==> config.mk <==
export PLATFORM = sky130hd
export DESIGN_NAME = bus_strobe_gen
export DESIGN_NICKNAME = d
export VERILOG_FILES = /design/src/rtl/bus_strobe_pkg.sv /design/src/rtl/phase_slot.sv /design/src/rtl/fetch_select.sv /design/src/rtl/strobe_gate.sv /design/src/rtl/bus_strobe_gen.sv
export SDC_FILE = /design/constraint.sdc
export NUM_CORES = 1
export LEC_CHECK = 0
export ABC_CLOCK_PERIOD_IN_PS = 1500
export CAP_MARGIN = 20
export CORE_AREA = 4 4 41 43
export DETAILED_ROUTE_END_ITERATION = 12
export DIE_AREA = 0 0 45 47
export DONT_BUFFER_PORTS = 1
export PLACE_DENSITY = 0.4
export SLEW_MARGIN = 20
export SYNTH_ARGS = -nofsm -noshare
export SYNTH_HDL_FRONTEND = slang
export SYNTH_SLANG_ARGS = --single-unit
==> constraint.sdc <==
create_clock -name clk -period 1.5 [get_ports clk]
set_input_delay 0.15 -clock clk [delete_from_list [all_inputs] [get_ports clk]]
set_output_delay 0.15 -clock clk [all_outputs]
set_load 0.05 [all_outputs]
==> src/rtl/bus_strobe_pkg.sv <==
package bus_strobe_pkg;

    typedef enum logic [1:0] {
        MODE_RUN   = 2'd0,
        MODE_IDLE  = 2'd1,
        MODE_PDOWN = 2'd2
    } bus_mode_t;

    // Where the current phase sits inside its half machine cycle
    typedef struct packed {
        logic valid;
        logic second_half;
        logic ale_win;
        logic psen_win;
    } slot_t;

    typedef struct packed {
        logic ale;
        logic psen_n;
        logic fetch_ext;
    } strobe_t;

    localparam strobe_t STROBE_RESET = '{ale: 1'b0, psen_n: 1'b1, fetch_ext: 1'b0};

    // Power-down takes precedence over idle
    function automatic bus_mode_t pick_mode(input logic idle, input logic pdown);
        if (pdown)
            return MODE_PDOWN;
        else if (idle)
            return MODE_IDLE;
        return MODE_RUN;
    endfunction

    // Latch strobe may pulse unless quiet mode applies to an internal fetch
    function automatic logic ale_allowed(input logic quiet, input logic ext,
                                         input logic xdata, input logic code_rd);
        return !quiet || ext || xdata || code_rd;
    endfunction

endpackage

==> src/rtl/phase_slot.sv <==
module phase_slot
    import bus_strobe_pkg::*;
#(
    parameter int CYC_LEN = 12,
    parameter int ALE_W   = 2,
    parameter int PSEN_W  = 3,
    parameter int PH_W    = $clog2(CYC_LEN)
) (
    input  logic [PH_W-1:0] phase,
    output slot_t           slot
);
    localparam int HALF = CYC_LEN / 2;
    localparam logic [PH_W-1:0] HALF_P    = PH_W'(HALF);
    localparam logic [PH_W-1:0] LEN_P     = PH_W'(CYC_LEN);
    localparam logic [PH_W-1:0] ALE_END   = PH_W'(ALE_W);
    localparam logic [PH_W-1:0] PSEN_END  = PH_W'(ALE_W + PSEN_W);

    logic [PH_W-1:0] offset;
    logic            upper;

    always_comb begin
        upper  = (phase >= HALF_P);
        offset = upper ? (phase - HALF_P) : phase;
        slot.valid       = (phase < LEN_P);
        slot.second_half = upper;
        slot.ale_win     = slot.valid && (offset < ALE_END);
        slot.psen_win    = slot.valid && (offset >= ALE_END) && (offset < PSEN_END);
    end

endmodule

==> src/rtl/fetch_select.sv <==
module fetch_select #(
    parameter int ADDR_W        = 16,
    parameter int INT_CODE_SIZE = 4096
) (
    input  logic              int_code_en,
    input  logic [ADDR_W-1:0] fetch_addr,
    output logic              fetch_ext
);
    generate
        if (INT_CODE_SIZE >= (2 ** ADDR_W)) begin : g_all_internal
            assign fetch_ext = !int_code_en;
        end else if (INT_CODE_SIZE <= 0) begin : g_all_external
            assign fetch_ext = 1'b1;
        end else begin : g_compare
            localparam logic [ADDR_W-1:0] LIMIT = ADDR_W'(INT_CODE_SIZE);
            assign fetch_ext = !int_code_en || (fetch_addr >= LIMIT);
        end
    endgenerate

endmodule

==> src/rtl/strobe_gate.sv <==
module strobe_gate
    import bus_strobe_pkg::*;
(
    input  logic    clk,
    input  logic    rst,
    input  slot_t   slot,
    input  logic    ext_fetch,
    input  logic    xdata_cyc,
    input  logic    code_rd_cyc,
    input  logic    idle_mode,
    input  logic    pdown_mode,
    input  logic    ale_quiet,
    output strobe_t out_q
);
    bus_mode_t mode;
    strobe_t   out_d;
    logic      pulse_ok;
    logic      ale_pulse;
    logic      psen_act;

    always_comb begin
        mode      = pick_mode(idle_mode, pdown_mode);
        pulse_ok  = ale_allowed(ale_quiet, ext_fetch, xdata_cyc, code_rd_cyc);
        ale_pulse = slot.ale_win && !(slot.second_half && xdata_cyc);
        psen_act  = ext_fetch && !xdata_cyc && slot.psen_win;
        out_d.fetch_ext = ext_fetch;
        unique case (mode)
            MODE_PDOWN: begin
                out_d.ale    = 1'b0;
                out_d.psen_n = 1'b0;
            end
            MODE_IDLE: begin
                out_d.ale    = 1'b1;
                out_d.psen_n = 1'b1;
            end
            default: begin
                out_d.ale    = pulse_ok ? ale_pulse : 1'b1;
                out_d.psen_n = !psen_act;
            end
        endcase
    end

    always_ff @(posedge clk) begin
        if (rst)
            out_q <= STROBE_RESET;
        else
            out_q <= out_d;
    end

    // power-down parks both strobes low
    a_r11_pdown_low: assert property (@(posedge clk) disable iff (rst)
        pdown_mode |=> (!out_q.ale && !out_q.psen_n));

    // idle parks both strobes high
    a_r10_idle_high: assert property (@(posedge clk) disable iff (rst)
        (idle_mode && !pdown_mode) |=> (out_q.ale && out_q.psen_n));

    // on-chip fetches never drive the program-store strobe
    a_r6_int_no_psen: assert property (@(posedge clk) disable iff (rst)
        (!ext_fetch && !pdown_mode) |=> out_q.psen_n);

    // data-move cycles carry no program-store strobe
    a_r4_xdata_no_psen: assert property (@(posedge clk) disable iff (rst)
        (xdata_cyc && !pdown_mode) |=> out_q.psen_n);

    // program-store strobe only starts once the latch strobe is low
    a_r3_psen_after_ale: assert property (@(posedge clk) disable iff (rst)
        $fell(out_q.psen_n) |-> !out_q.ale);

    // second-half latch pulse dropped on data-move cycles
    a_r2_xdata_skip: assert property (@(posedge clk) disable iff (rst)
        (xdata_cyc && slot.second_half && slot.valid && !idle_mode && !pdown_mode)
            |=> !out_q.ale);

endmodule

==> src/rtl/bus_strobe_gen.sv <==
module bus_strobe_gen
    import bus_strobe_pkg::*;
#(
    parameter int CYC_LEN       = 12,
    parameter int ALE_W         = 2,
    parameter int PSEN_W        = 3,
    parameter int ADDR_W        = 16,
    parameter int INT_CODE_SIZE = 4096,
    localparam int PH_W         = $clog2(CYC_LEN)
) (
    input  logic              clk,
    input  logic              rst,
    input  logic [PH_W-1:0]   phase,
    input  logic              xdata_cyc,
    input  logic              code_rd_cyc,
    input  logic              int_code_en,
    input  logic [ADDR_W-1:0] fetch_addr,
    input  logic              idle_mode,
    input  logic              pdown_mode,
    input  logic              ale_quiet,
    output logic              ale,
    output logic              psen_n,
    output logic              fetch_ext
);
    slot_t   slot;
    logic    ext_now;
    strobe_t strobes;

    phase_slot #(
        .CYC_LEN(CYC_LEN),
        .ALE_W  (ALE_W),
        .PSEN_W (PSEN_W),
        .PH_W   (PH_W)
    ) u_slot (
        .phase(phase),
        .slot (slot)
    );

    fetch_select #(
        .ADDR_W       (ADDR_W),
        .INT_CODE_SIZE(INT_CODE_SIZE)
    ) u_fetch (
        .int_code_en(int_code_en),
        .fetch_addr (fetch_addr),
        .fetch_ext  (ext_now)
    );

    strobe_gate u_gate (
        .clk        (clk),
        .rst        (rst),
        .slot       (slot),
        .ext_fetch  (ext_now),
        .xdata_cyc  (xdata_cyc),
        .code_rd_cyc(code_rd_cyc),
        .idle_mode  (idle_mode),
        .pdown_mode (pdown_mode),
        .ale_quiet  (ale_quiet),
        .out_q      (strobes)
    );

    assign ale       = strobes.ale;
    assign psen_n    = strobes.psen_n;
    assign fetch_ext = strobes.fetch_ext;

    // strap low forces every fetch off-chip
    a_r5_strap_low_ext: assert property (@(posedge clk) disable iff (rst)
        !int_code_en |=> fetch_ext);

endmodule

==> results.md, run 1 <==
* GRT overflow at 0
* Status: completed
* Die Span Y at 47 um
* Root buffer cell: clkbuf_4
* Syn Std Cell Area at 239 um^2
* Leakage power at 0.114 nW
* Final Cycle Share at 74.6%
* GPL Wtd Cong at 0.754
* Yosys warns at 0
* CTS Hold Bufs at 2
* Max Freq at 894 MHz
* Num rows at 13
* Final TNS setup at 0 ns
* Initial DRC count at 2
* Worst EP required at 1.58 ns
* Max Cap Viol at 0
* First-pass GRT wire length at 1.01 mm
* Post CTS Setup Buffer Count at 0
* All-layer global routing usage at 6.95%
* Combinational power share at 14.8%
* PD cells at 925 nW/um^2
* Clock Tree Buf Depth at 2
* Number of global-route vias before repair at 267
* Core area at 1300 um^2
* CTS resizes at 0
* Pint at 208 uW
* Largest net degree at the start of global routing at 10
* Port Buffers at 0
* Worst Setup SP: phase[1]
* Chip width at 45 um
* Initial antenna violation count at 0
* Slew @ Worst Pin at 0.482 ns
* Clock slew at reported path FFs at 0.03 ns
* Fin area at 304 um^2
* CP Class: in -> reg
* Placed Area at 258 um^2
* Routed len/inst at 13.4 um
* CP endpoint kind: flip-flop
* Vias at 263
* Slew Limit Fails at 0
* Clock sink count at 3
* Layout cells sized above 1 at 13.5%
* Post-synthesis register bit count at 3
* CP max FO at 9
* Worst hold path class: in -> reg
* Max reg flops at 3
* Synthesis-to-layout area growth at 27.2%
* H-tree depth at 1
* DIE AREA at 2120 um^2
* VDD IR max at 183 uV
* Yosys top cell area share at 25.1%
* Cell taking the most area after synthesis: dfxtp_1
* Total wire length at 697 um
* Synth unique cells at 21
* Fin. Hold Viols at 0
* Sequential share of power at 36.9%
* CP Data Arrival Time at 1.20 ns
* Post-route ant nets at 0
* # DRC at 0
* Post-synthesis sequential area ratio at 25.1%
* Overall power at 281 uW
* NetSw at 73.5 uW
* Initial core utilization at 18.4%
* Fin nets at 67
* Final hold slack at 0.0280 ns
* Final setup vio count at 0
* Fin crit period at 1.12 ns
* Regs by FF count: u_gate.out_q (3)
* ANT cells at 0
* Io pins at 31
* CTS Buf Count at 3
* Startpoint Class: primary input
* Worst Hold Launch: pdown_mode
* DR vias/cell at 5.06
* CTS tree: built
* Initial DRT Pass Iterations at 4
* Fill count at 151
* Largest Register: u_gate.out_q
* Synth Instances at 31
* Hold Path Depth at 1
* Clock power frac at 48.3%
* RSZ-0062 raised after global routing: false
* Slew HR at 67.8%
* Top area cells in the synthesized netlist: dfxtp_1 (25%), nor2_1 (7.9%), a211oi_2 (5.2%), ha_1 (5.2%), nor2b_1 (5.2%)
* Syn Area/Cell at 7.71 um^2
* Switch share at 26.1%
* Mapped Nets at 60
==> synth_stat cells <==
master     count
nor2_1         5
dfxtp_1        3
a21oi_1        2
inv_1          2
nor2b_1        2
o21ai_0        2
a2111oi_0      1
a211oi_2       1
a21o_1         1
a22o_1         1
a31oi_1        1
a32oi_1        1
and2_1         1
and3b_1        1
ha_1           1
nand2b_1       1
nand3_1        1
nor2b_2        1
nor4_1         1
o211ai_1       1
or3_1          1
==> critical path: stages <==
cell       delay, ns
ha_1            0.30
nor2b_1         0.14
a2111oi_0       0.43
a32oi_1         0.17
==> layout make-up <==
type | count | area (um^2) | share of cell area (%)
clock buffers | 4 | 26.3 | 8.64
inverters | 2 | 7.51 | 2.47
multi-input cells | 26 | 171 | 56.4
flip-flops and latches | 3 | 60.1 | 19.8
well taps | 15 | 18.8 | 6.17
repair buffers | 2 | 20.0 | 6.58
==> routing by layer <==
metal | wire length [um] | up-vias | GRT usage [%]
met4 | 22 | 0 | 5.85
li1 | - | 128 | -
met3 | 69 | 2 | 4.21
met1 | 247 | 118 | 5.44
met5 | 0 | - | 0
met2 | 358 | 15 | 12.1
==> worst paths after layout <==
kind                              end
worst max-delay path  u_gate.out_q[1]
worst min-delay path  u_gate.out_q[1]
==> placed cells by master (no fill, tap or decap), types with 2 or more instances in the layout <==
master / Yosys / layout
a21oi_1: 2 / 2
clkbuf_4: 0 / 3
dfxtp_1: 3 / 3
dlygate4sd3_1: 0 / 2
inv_1: 2 / 2
nor2_1: 5 / 5
nor2b_1: 2 / 2
o21ai_0: 2 / 2
==> power by group through the flow <==
| stage | clock, mW | combinational, mW | sequential (mW) |
|---|---|---|---|
| 5_1_grt | 0.153 | 0.0462 | 0.104 |
| 2_1_floorplan | 0 | 0.0299 | 0.104 |
| 6_report | 0.136 | 0.0417 | 0.104 |
| 3_3_place_gp | 0 | 0.0341 | 0.105 |
| 3_5_place_dp | 0 | 0.0365 | 0.105 |
| 4_1_cts | 0.144 | 0.0420 | 0.104 |
==> cell families (layout without fill, tap and decap cells) <==
| group | Yosys count | count (layout) | share of synthesized area [%] |
|---|---|---|---|
| buffers and inverters | 2 | 8 | 3.14 |
| and+or+nand+nor | 14 | 14 | 33.0 |
| DFF | 3 | 3 | 25.1 |
| AOI/OAI and AO/OA | 11 | 11 | 33.5 |
| adders and majority gates | 1 | 1 | 5.23 |
==> stage by stage <==
stage	cells	utilization, %	setup WS [ns]
5_1_grt	52	23.4	0.283
3_5_place_dp	46	19.8	0.184
2_1_floorplan	31	-	0.293
6_report	52	23.4	0.381
4_1_cts	52	23.4	0.406
3_3_place_gp	46	19.8	0.167
Note: power is estimated with default switching activity, not from simulation.
==> run 2: changes to the inputs <==
Settings changed: ABC_CLOCK_PERIOD_IN_PS 1500 to 1200.
Clock period 1.5 ns to 1.2 ns, I/O delays scaled along.
==> run 2 against run 1 <==
Sequential share of layout area shrank 1.0 points. Combinational power grew 41%. Core utilization grew 1.3 points. Critical path depth grew 2. Cell count grew 3.8%. Wire length grew 2.7%. Critical path type unchanged. Design area grew 5.3%. Highest routed layer is now met3.
==> results.md, run 2 (synthesis results as in run 1) <==
* Status: completed
* Worst hold path class: in -> reg
* Combinational power share at 16.3%
* Commonest non-fill, non-tap cell in the layout: nor2_1
* Fill count at 160
* CP bufs+invs at 1
* Post-route ant nets at 0
* Chip width at 45 um
* Vias at 274
* Final setup vio count at 0
* Initial core utilization at 18.4%
* CP max FO at 9
* Final TNS setup at 0 ns
* Final core occ at 24.6%
* Slowest cell on crit path: ha_1
* # DRC at 0
* Leakage power at 0.124 nW
* Max reg flops at 3
* Regs by FF count: u_gate.out_q (3)
* Commonest non-fill, non-tap cells in the layout: nor2_1 (5), clkbuf_4 (3), dfxtp_1 (3)
* Clock Tree Buf Depth at 2
* ANT cells at 0
* Initial DRT Pass Iterations at 2
* Core area at 1300 um^2
* NetSw at 93.3 uW
* Layout cells sized above 1 at 17.9%
* First-pass GRT wire length at 1.01 mm
* Num rows at 13
* Fin nets at 69
* CP endpoint kind: flip-flop
* Fin area at 320 um^2
* Io pins at 31
* Slew HR at 67.4%
* Slowest cell delay on critical path at 0.29 ns
* GPL Wtd Cong at 0.796
* Number of global-route vias before repair at 269
* Die Span Y at 47 um
* Startpoint Class: primary input
* Initial DRC count at 1
* CTS tree: built
* CP Cell Sequence: ha_1 -> buf_4 -> nand2b_1 -> a22o_1 -> a21oi_1 -> a32oi_1
* Largest net degree at the start of global routing at 10
* CTS Buf Count at 3
* DIE AREA at 2120 um^2
* RSZ-0062 raised after global routing: false
* Slew @ Worst Pin at 0.489 ns
* Port Buffers at 0
* Clock sink count at 3
* PD cells at 1120 nW/um^2
* GRT overflow at 0
* Routed len/inst at 13.3 um
* Pint at 266 uW
* Sequential share of power at 36.2%
* Root buffer cell: clkbuf_4
* CP Data Arrival Time at 1.10 ns
* Initial antenna violation count at 0
* CP Class: in -> reg
* Final Cycle Share at 84.0%
* VDD IR max at 190 uV
* Max Freq at 992 MHz
* DR vias/cell at 5.07
* Clock slew at reported path FFs at 0.03 ns
* Synthesis-to-layout area growth at 34.0%
* Worst EP required at 1.29 ns
* Placed Area at 273 um^2
* Clock power frac at 47.5%
* All-layer global routing usage at 6.79%
* CP top delay family: compound AO/OA/AOI/OAI gates
* Switch share at 26.0%
* Largest Register: u_gate.out_q
* Total wire length at 716 um
* Fin crit period at 1.01 ns
* Final HPWL DP at 600 um
* H-tree depth at 1
* Max Cap Viol at 0
* Overall power at 359 uW
* Fin. Hold Viols at 0
* Slew Limit Fails at 0
==> run 2: timing repair <==
item,CTS,global route
endpoints found under the setup margin,0,1
resized for setup,0,1
hold buffers,2,0
hold endpoints to repair,3,0
buffers inserted,0,0
==> run 2: layer usage <==
metal | routed length, um | GRT usage [%]
met1 | 235 | 5.22
met4 | 0 | 7.02
met2 | 404 | 13.3
met5 | 0 | 0
met3 | 76 | 1.53
==> run 2: power by group through the flow <==
stage	clock, mW	combinational, mW	sequential [mW]
2_1_floorplan	0	0.0373	0.131
3_3_place_gp	0	0.0496	0.131
3_5_place_dp	0	0.0518	0.132
4_1_cts	0.179	0.0591	0.130
5_1_grt	0.188	0.0653	0.131
6_report	0.170	0.0586	0.130
==> run 2: path summary, 6_finish.rpt <==
| check | start | to | slack (ns) | cells after the start |
|---|---|---|---|---|
| worst max-delay path | phase[1] | u_gate.out_q[1] | 0.19 | 6 |
| worst min-delay path | rst | u_gate.out_q[1] | 0.03 | 2 |
==> run 2: final cells by class <==
cell class                      instances  area [um^2]  share of cell area, %
Multi-Input combinational cell         26          173                   53.9
Tap cell                               15         18.8                   5.86
Inverter                                2         7.51                   2.34
Clock buffer                            4         26.3                   8.20
Timing Repair Buffer                    4         35.0                   10.9
Sequential cell                         3         60.1                   18.8
==> run 2: per-stage QoR <==
stage / cells / hold WS (ns) / worst slack [ns]
5_1_grt: 54 / 0.0304 / 0.0665
3_5_place_dp: 48 / 0.191 / -0.0509
2_1_floorplan: 31 / 0.185 / 0.0232
6_report: 54 / 0.0272 / 0.192
4_1_cts: 54 / 0.0205 / 0.180
3_3_place_gp: 48 / 0.191 / -0.0985
